**config.mk**
```make
export PLATFORM = sky130hd
export DESIGN_NAME = pipe_hazard_ctrl
export DESIGN_NICKNAME = d
export VERILOG_FILES = /design/src/rtl/hz_pkg.sv /design/src/rtl/hz_loaduse_detect.sv /design/src/rtl/hz_stall_guard.sv /design/src/rtl/hz_branch_resolve.sv /design/src/rtl/pipe_hazard_ctrl.sv
export SDC_FILE = /design/constraint.sdc
export NUM_CORES = 1
export LEC_CHECK = 0
export BUFFER_PORTS_ARGS = -buffer_cell sky130_fd_sc_hd__buf_2
export CAP_MARGIN = 20
export CORE_UTILIZATION = 41
export CTS_CLUSTER_SIZE = 25
export DETAILED_ROUTE_END_ITERATION = 10
export PLACE_DENSITY = 0.84
export SLEW_MARGIN = 40
export SYNTH_ARGS = -nofsm -noshare
export SYNTH_HDL_FRONTEND = slang
export SYNTH_SLANG_ARGS = --single-unit
```
**constraint.sdc**
```tcl
create_clock -name clk -period 3.42 [get_ports clk]
set_input_delay 0.513 -clock clk [delete_from_list [all_inputs] [get_ports clk]]
set_output_delay 0.513 -clock clk [all_outputs]
set_load 0.02 [all_outputs]
```
**src/rtl/hz_pkg.sv**
```systemverilog
package hz_pkg;
    localparam int XLEN   = 32;
    localparam int REG_AW = 5;
    localparam int OFF_W  = 16;

    typedef logic [REG_AW-1:0] reg_idx_t;
    typedef logic [XLEN-1:0]   word_t;

    // steering bundle produced by the controller
    typedef struct packed {
        logic pc_write;
        logic ifid_write;
        logic bubble_sel;
        logic fetch_flush;
        logic pc_src;
    } steer_t;

    // sign-extend a word offset and scale it to bytes
    function automatic word_t scaled_offset(input logic [OFF_W-1:0] off);
        return {{(XLEN-OFF_W-2){off[OFF_W-1]}}, off, 2'b00};
    endfunction
endpackage

```
**src/rtl/hz_loaduse_detect.sv**
```systemverilog
module hz_loaduse_detect
    import hz_pkg::*;
#(
    parameter int AW = REG_AW
) (
    input  logic          ex_is_load,
    input  logic [AW-1:0] ex_dst,
    input  logic [AW-1:0] id_src_a,
    input  logic [AW-1:0] id_src_b,
    output logic          hazard
);
    logic dst_live;
    logic hit_a;
    logic hit_b;

    always_comb begin
        dst_live = (ex_dst != '0);
        hit_a    = (ex_dst == id_src_a);
        hit_b    = (ex_dst == id_src_b);
        hazard   = ex_is_load && dst_live && (hit_a || hit_b);
    end
endmodule

```
**src/rtl/hz_stall_guard.sv**
```systemverilog
module hz_stall_guard (
    input  logic clk,
    input  logic rst,
    input  logic hazard,
    output logic stall
);
    logic stalled_q;

    // a hazard seen right after a stall is already covered by that bubble
    assign stall = hazard && !stalled_q;

    always_ff @(posedge clk) begin
        if (rst) stalled_q <= 1'b0;
        else     stalled_q <= stall;
    end
endmodule

```
**src/rtl/hz_branch_resolve.sv**
```systemverilog
module hz_branch_resolve
    import hz_pkg::*;
#(
    parameter int W  = XLEN,
    parameter int OW = OFF_W
) (
    input  logic          is_branch,
    input  logic          hold,
    input  logic [W-1:0]  rd_a,
    input  logic [W-1:0]  rd_b,
    input  logic [W-1:0]  pc_next_seq,
    input  logic [OW-1:0] offset,
    output logic          taken,
    output logic [W-1:0]  target
);
    logic equal;

    always_comb begin
        equal  = (rd_a == rd_b);
        taken  = is_branch && equal && !hold;
        target = pc_next_seq + scaled_offset(offset);
    end
endmodule

```
**src/rtl/pipe_hazard_ctrl.sv**
```systemverilog
module pipe_hazard_ctrl
    import hz_pkg::*;
(
    input  logic              clk,
    input  logic              rst,
    input  logic              ex_is_load,
    input  logic [REG_AW-1:0] ex_dst,
    input  logic [REG_AW-1:0] id_src_a,
    input  logic [REG_AW-1:0] id_src_b,
    input  logic              id_is_branch,
    input  logic [XLEN-1:0]   rd_a,
    input  logic [XLEN-1:0]   rd_b,
    input  logic [XLEN-1:0]   pc_next_seq,
    input  logic [OFF_W-1:0]  br_offset,
    output logic              pc_write,
    output logic              ifid_write,
    output logic              bubble_sel,
    output logic              fetch_flush,
    output logic              pc_src,
    output logic [XLEN-1:0]   br_target
);
    logic   hazard;
    logic   stall;
    logic   taken;
    steer_t steer;

    hz_loaduse_detect #(.AW(REG_AW)) u_detect (
        .ex_is_load (ex_is_load),
        .ex_dst     (ex_dst),
        .id_src_a   (id_src_a),
        .id_src_b   (id_src_b),
        .hazard     (hazard)
    );

    hz_stall_guard u_guard (
        .clk    (clk),
        .rst    (rst),
        .hazard (hazard),
        .stall  (stall)
    );

    // stall has priority: a held branch is resolved again next cycle
    hz_branch_resolve #(.W(XLEN), .OW(OFF_W)) u_branch (
        .is_branch   (id_is_branch),
        .hold        (stall),
        .rd_a        (rd_a),
        .rd_b        (rd_b),
        .pc_next_seq (pc_next_seq),
        .offset      (br_offset),
        .taken       (taken),
        .target      (br_target)
    );

    always_comb begin
        steer.pc_write    = !stall;
        steer.ifid_write  = !stall;
        steer.bubble_sel  = stall;
        steer.fetch_flush = taken;
        steer.pc_src      = taken;
    end

    assign pc_write    = steer.pc_write;
    assign ifid_write  = steer.ifid_write;
    assign bubble_sel  = steer.bubble_sel;
    assign fetch_flush = steer.fetch_flush;
    assign pc_src      = steer.pc_src;
endmodule

```
### Yosys cells after proc, flatten, opt, wreduce, memory -nomap -nowiden

Index checks and enable logic that the tools add are counted.

* register bits after elaboration: 1
* bits of input ports: 131
* output and inout bits: 37
* logic and storage cells: 14

* $add $sub $neg: 1
* eq/ne operators: 3
* reduce and logical (&&, ||, !) cells: 9

Operator list (count)
* adder 32 bit: 1
* equality test 32 bit: 1
* equality test 5 bit: 2
* logical AND 1 bit: 5
* nonzero test 5 bit: 1
* logical NOT 1 bit: 2
* logical OR 1 bit: 1

### Logic depth before layout (Yosys ltp)

Gate-level depths: netlist of run 1.

* depth in word-level cells: 6
* mapped depth: 10
* depth with buffers taken out: 10

### By module

Synthesis of run 1 repeated with hierarchy kept, for this count alone.

* cells, all modules: 291
* area, all modules: 2185.8 um^2

By module, submodules not included
* hz_branch_resolve: instances 1, cells an instance 268, area each 2003.2 um^2, seq. area each 0.0 um^2
* hz_loaduse_detect: instances 1, cells an instance 17, area each 125.1 um^2, seq. area each 0.0 um^2
* hz_stall_guard: instances 1, cells an instance 3, area each 38.8 um^2, seq. area each 20.0 um^2
* pipe_hazard_ctrl: instances 1, cells an instance 3, area each 18.8 um^2, seq. area each 0.0 um^2

### Worst setup path after synthesis of run 1

No wires, ideal clock.

* path kind: input port to output port
* start: in pc_next_seq[2]
* end: out br_target[28]
* data arrival time: 2.769 ns
* data required time: 2.907 ns
* setup slack: 0.138 ns
* cell stages on the path: 10
* buffers on the path: 0
* cells stage by stage: ha_1 inv_1 fa_1 nand2b_1 a21oi_1 o2111ai_1 a21oi_1 a21oi_1 o21a_1 o311ai_1

* longest elaborated chain between the ends: 1

Ends and longest elaborated chain
* start, declared: line pipe_hazard_ctrl.sv:13 `input logic [XLEN-1:0] pc_next_seq,`
* adder 32 bit: line hz_branch_resolve.sv:21 `target = pc_next_seq + scaled_offset(offset);`
* end, declared: line pipe_hazard_ctrl.sv:20 `output logic [XLEN-1:0] br_target`

Every way passes these cells.

### Worst setup path after layout of run 1

* start: in br_offset[0]
* end: out br_target[28]

* longest elaborated chain between the ends: 1

Ends and longest elaborated chain
* start, declared: line pipe_hazard_ctrl.sv:14 `input logic [OFF_W-1:0] br_offset,`
* adder 32 bit: line hz_branch_resolve.sv:21

Every way passes these cells.

==> impl_metrics.json, run 1 <==
{
  "status": "finished clean",
  "r2r_end": "u_guard.stalled_q",
  "syn_area_sq_um": 2090,
  "r2r_setup_slack_ns": 2.61,
  "grt_max_degree": 10,
  "insertion_delay_ns": 0,
  "reg_top3": "u_guard.stalled_q x1",
  "cp_data_arrival_time_ns": 2.79,
  "ir_drop_uv": 97.4,
  "hold_class": "reg -> reg",
  "fin_cells": 511,
  "synth_area_leaders": "ha_1 (17%), xnor2_1 (15%), xor2_1 (13%), a21oi_1 (6.9%), a21o_1 (5.4%)",
  "syn2layout_area_growth_pct": 41.9,
  "grt-ovfl-total": 0,
  "drtIter0Drc": 125,
  "synth_top_area_cell": "ha_1",
  "synth-seq-area-share": 0.00957,
  "core_sq_um": 4820,
  "max_freq_mhz": 303,
  "cpMaxStageDelayCell": "fa_1",
  "hold_violations": 0,
  "ant_nets": 0,
  "synth.distinct_cells": 41,
  "die_width_um": 73.4,
  "seqCellArea_sq_um": 20.0,
  "die_y_um": 73.4,
  "yosys_warnings": 0,
  "cp-start-kind": "input pin",
  "fin_setup_tns_ns": 0,
  "clk_pin_slew_ns": 0,
  "rsz0062_at_grt": "false",
  "tightest_slew_ns": 0.463,
  "drive_gt1_frac": 0.399,
  "reg2reg_depth": 3,
  "largest_reg_flops": 1,
  "final_core_utilization": 0.616,
  "synth_commonest_cells": "xnor2_1 (37), xor2_1 (31), a21oi_1 (29), ha_1 (29), nor2_1 (21)",
  "critPathKind": "in -> out",
  "async_flop_share": 0,
  "synth_edf_count": 0,
  "p_leak_nw": 1.53,
  "drv_cap": 0,
  "multi_input_area_sq_um": 1980,
  "dp.cells": 511,
  "viasPerCell": 5.29,
  "synth_flop_cell": "dfxtp_1",
  "crit_chain": "buf_2 > ha_1 > inv_1 > fa_1 > nand2b_1 > a21oi_1 > o2111ai_1 > a21oi_2 > a21oi_2 > o21a_1 > o311ai_1 > buf_2",
  "yosysMostFrequentCell": "xnor2_1",
  "final_nets": 607,
  "regMostFlops": "u_guard.stalled_q",
  "syn_area_per_cell_sq_um": 7.16,
  "gp_congestion": 0.916,
  "fin_skew_ns": 0,
  "holdBufCountCts": 0,
  "cpPeakStageDelay_ns": 0.39,
  "portBuffers": 163,
  "hp-start": "u_guard.stalled_q",
  "synthDominantCellAreaShare": 0.173,
  "critical_path.endpoint_type": "output port",
  "p_per_area_nw_per_um2": 216,
  "grt_pass1_wl_mm": 10.2,
  "worstHoldPathCells": 3,
  "layout_worst_path_cycle_share": 0.964,
  "drt-total-wl_mm": 6.61,
  "post_drt_wl_per_cell_um": 12.9,
  "r2r-start": "u_guard.stalled_q",
  "grt_pass1_vias": 2459,
  "finalCriticalPeriod_ns": 3.30,
  "setup_viol": 0,
  "num_rows": 25,
  "drc": 0,
  "setup.worst_path.start": "br_offset[0]",
  "ios": 168,
  "track_usage": 0.232,
  "synth-seq-cells": 1,
  "n_fill_cell": 453,
  "hpwl_mm": 5.94,
  "initial_core_util": 0.434,
  "num_vias": 2701,
  "n_antenna_cell": 0,
  "cp.required_ns": 2.91,
  "antenna_found_initial": 0,
  "synth_nets": 453,
  "first_pass_iters": 5,
  "slew-limit-headroom": 0.691,
  "dieArea_sq_um": 5390,
  "path_max_fanout": 5,
  "synthCells": 292,
  "drv_slew": 0,
  "min_delay_worst_endpoint": "u_guard.stalled_q"
}
how the worst max path moves through the flow:
stage                          to  slack [ns]  cells past startpoint
floorplan           br_target[28]        0.14                     10
global placement    br_target[28]        0.12                     12
detailed placement  br_target[28]        0.06                     12
CTS                 br_target[28]        0.04                     12
global route        br_target[28]       0.001                     12
finish              br_target[28]        0.12                     12
through the flow:
stage / power [mW] / setup WS, ns / cell area [sq um] / hold WS (ns)
finish: 0.641 / 0.122 / 2970 / 0.653
global route: 0.698 / 0.00130 / 2970 / 0.669
CTS: 0.636 / 0.0408 / 2950 / 0.656
detailed placement: 0.634 / 0.0576 / 2950 / 0.650
global placement: 0.624 / 0.116 / 2950 / 0.657
floorplan: 0.421 / 0.138 / 2090 / 0.585
power breakdown:
part	switching (mW)	internal [mW]
Sequential	0.0000471	0.0121
Clock	0	0
Combinational	0.361	0.269
Total	0.361	0.281
routing by layer:
metal  up-vias  global-route usage  routed length, um
li1       1371                   -                  -
met1      1182               0.277               2700
met2       130               0.448               3330
met3        18              0.0233                450
met4         0              0.0427                130
met5         -                   0                  0
critical path, delay by kind of cell:
kind	cells	cell delay [ns]
simple gates	1	0.18
buf+inv	3	0.36
compound gates	6	1.14
fa+ha+maj	2	0.58
what timing repair did:
action,CTS,global route
resized for setup,0,5
hold endpoints to repair,0,0
setup buffers,0,0
setup endpoints to repair,0,3
cell usage in the layout (no fill, tap or decap), types with 3 or more instances in the layout:
cell,n
a21oi_2,3
xor2_1,31
a21o_1,15
xnor2_1,37
o21bai_1,6
ha_1,29
nor2_1,21
buf_2,163
inv_1,11
nor3_1,4
nand3_1,6
o211ai_1,3
nor4_1,4
nand4_1,14
a21oi_1,26
nand2b_1,6
buf_4,3
nand2_1,17
o21ai_1,6
o21ai_0,10
cell type report:
cell class	count	share of cell area
inverters	12	0.0152
multi-input cells	265	0.667
flip-flops and latches	1	0.00675
well taps	67	0.0282
repair buffers	166	0.282
cell families after synthesis:
group,count (synthesis),share of synthesized area
adders and majority gates,30,0.183
DFF,1,0.00957
xor gates and xnor gates,68,0.285
buffers and inverters,26,0.0538
and+or+nand+nor,78,0.183
AOI/OAI and AO/OA,89,0.286
Power figures use the tool's default switching activity.
==> run 2: changes to the inputs <==
--- a/config.mk
+++ b/config.mk
@@ -7,10 +7,10 @@
 export LEC_CHECK = 0
 export BUFFER_PORTS_ARGS = -buffer_cell sky130_fd_sc_hd__buf_2
 export CAP_MARGIN = 20
-export CORE_UTILIZATION = 41
+export CORE_UTILIZATION = 37
 export CTS_CLUSTER_SIZE = 25
 export DETAILED_ROUTE_END_ITERATION = 10
-export PLACE_DENSITY = 0.84
+export PLACE_DENSITY = 0.8
 export SLEW_MARGIN = 40
 export SYNTH_ARGS = -nofsm -noshare
 export SYNTH_HDL_FRONTEND = slang
==> constraint.sdc (replaced) <==
create_clock -name clk -period 2.72 [get_ports clk]
set_input_delay 0.408 -clock clk [delete_from_list [all_inputs] [get_ports clk]]
set_output_delay 0.408 -clock clk [all_outputs]
set_load 0.02 [all_outputs]
==> impl_metrics.json, run 2 (synthesis results as in run 1) <==
{
  "ir_drop_uv": 201,
  "drive_gt1_frac": 0.548,
  "gp_congestion": 0.866,
  "multi_input_area_sq_um": 2320,
  "max_freq_mhz": 342,
  "antenna_found_initial": 0,
  "num_vias": 3047,
  "post_drt_wl_per_cell_um": 14.9,
  "regMostFlops": "u_guard.stalled_q",
  "r2r_setup_slack_ns": 1.86,
  "layout_worst_path_cycle_share": 1.08,
  "hold_violations": 0,
  "cp_data_arrival_time_ns": 2.52,
  "worstHoldPathCells": 2,
  "path_max_fanout": 5,
  "p_leak_nw": 1.91,
  "dieArea_sq_um": 5960,
  "layout_common_cells": "buf_2 (143), buf_4 (72), xnor2_1 (34)",
  "rsz0062_at_grt": "true",
  "viasPerCell": 5.29,
  "track_usage": 0.259,
  "layout_commonest_cell": "buf_2",
  "internal_power_uw": 538,
  "initial_core_util": 0.382,
  "cp-start-kind": "input pin",
  "final_core_utilization": 0.706,
  "drt-total-wl_mm": 8.57,
  "critPathKind": "in -> out",
  "slew-limit-headroom": 0.766,
  "drtIter0Drc": 132,
  "n_antenna_cell": 0,
  "grt-ovfl-total": 0,
  "ios": 168,
  "hpwl_mm": 6.58,
  "n_fill_cell": 452,
  "violations": "negative setup slack",
  "final_nets": 667,
  "seqCellArea_sq_um": 20.0,
  "seq_power_share": 0.014,
  "ant_nets": 0,
  "reg2reg_depth": 4,
  "comb_power_share": 0.986,
  "p_per_area_nw_per_um2": 283,
  "reg_top3": "u_guard.stalled_q x1",
  "portBuffers": 163,
  "drv_cap": 0,
  "fin_skew_ns": 0,
  "finalCriticalPeriod_ns": 2.93,
  "drv_slew": 0,
  "r2r-start": "u_guard.stalled_q",
  "cp.required_ns": 2.31,
  "min_delay_worst_endpoint": "u_guard.stalled_q",
  "syn2layout_area_growth_pct": 84.7,
  "p_sw_uw": 554,
  "tightest_slew_ns": 0.351,
  "grt_pass1_wl_mm": 12.9,
  "p_clk_frac": 0,
  "setup_viol": 10,
  "die_y_um": 77.2,
  "swShare": 0.507,
  "holdBufCountCts": 0,
  "largest_reg_flops": 1,
  "clk_pin_slew_ns": 0,
  "num_rows": 27,
  "grt_pass1_vias": 2951,
  "hold_class": "in -> reg",
  "first_pass_iters": 4,
  "critical_path.endpoint_type": "output port",
  "setup.worst_path.start": "br_offset[0]",
  "fin_setup_tns_ns": -1.05,
  "insertion_delay_ns": 0,
  "hp-start": "rst",
  "r2r_end": "u_guard.stalled_q",
  "status": "finished with violations",
  "die_width_um": 77.2,
  "grt_max_degree": 10,
  "setup_ws_ns": -0.207,
  "drc": 0,
  "core_sq_um": 5470
}
run 2: worst max path at each step:
stage               endpoint  slack [ns]
5_1_grt        br_target[28]       -0.33
2_1_floorplan  br_target[30]       -0.02
4_1_cts        br_target[28]       -0.11
3_5_place_dp   br_target[31]       -0.29
6_report       br_target[28]       -0.21
3_3_place_gp   br_target[28]       -0.24
run 2: what timing repair did:
item,4_1_cts,5_1_grt
resized for setup,42,36
pin swaps,29,23
buffers inserted,5,3
endpoints found under the setup margin,15,16
run 2: critical path: stages:
cell	delay, ns
buf_6	0.08
ha_4	0.15
inv_2	0.04
fa_2	0.34
nand2b_4	0.17
a21oi_4	0.14
o2111ai_2	0.15
a21oi_2	0.28
a21oi_4	0.12
o21a_1	0.23
o311ai_2	0.23
buf_4	0.19
run 2: power by group through the flow:
stage | combinational [mW] | clock (mW) | sequential, mW
2_1_floorplan | 0.526 | 0 | 0.0153
3_3_place_gp | 0.884 | 0 | 0.0153
3_5_place_dp | 0.902 | 0 | 0.0153
4_1_cts | 0.984 | 0 | 0.0153
5_1_grt | 1.15 | 0 | 0.0154
6_report | 1.08 | 0 | 0.0153
run 2: area by class of cell:
class / count / area share
Inverter: 12 / 0.0117
Multi-Input combinational cell: 265 / 0.599
Sequential cell: 1 / 0.00518
Tap cell: 72 / 0.0233
Timing Repair Buffer: 226 / 0.360
run 2: stage by stage:
stage                     std cells  setup slack (ns)  hold WS, ns  total power, mW  cell area, sq um
after floorplan                 292           -0.0211        0.480            0.542              2140
after global placement          569            -0.238        0.590            0.899              3400
after detailed placement        569            -0.293        0.594            0.918              3400
after CTS                       573            -0.112        0.591             1.00              3670
after global routing            576            -0.328        0.598             1.16              3860
final                           576            -0.207        0.592             1.09              3860
run 2: per-layer routing:
metal	track usage	vias to the layer above	part of all wire
met5	0	-	0
met3	0.0179	14	0.056
li1	-	1484	-
met2	0.507	145	0.54
met4	0.0377	0	0.011
met1	0.308	1404	0.39
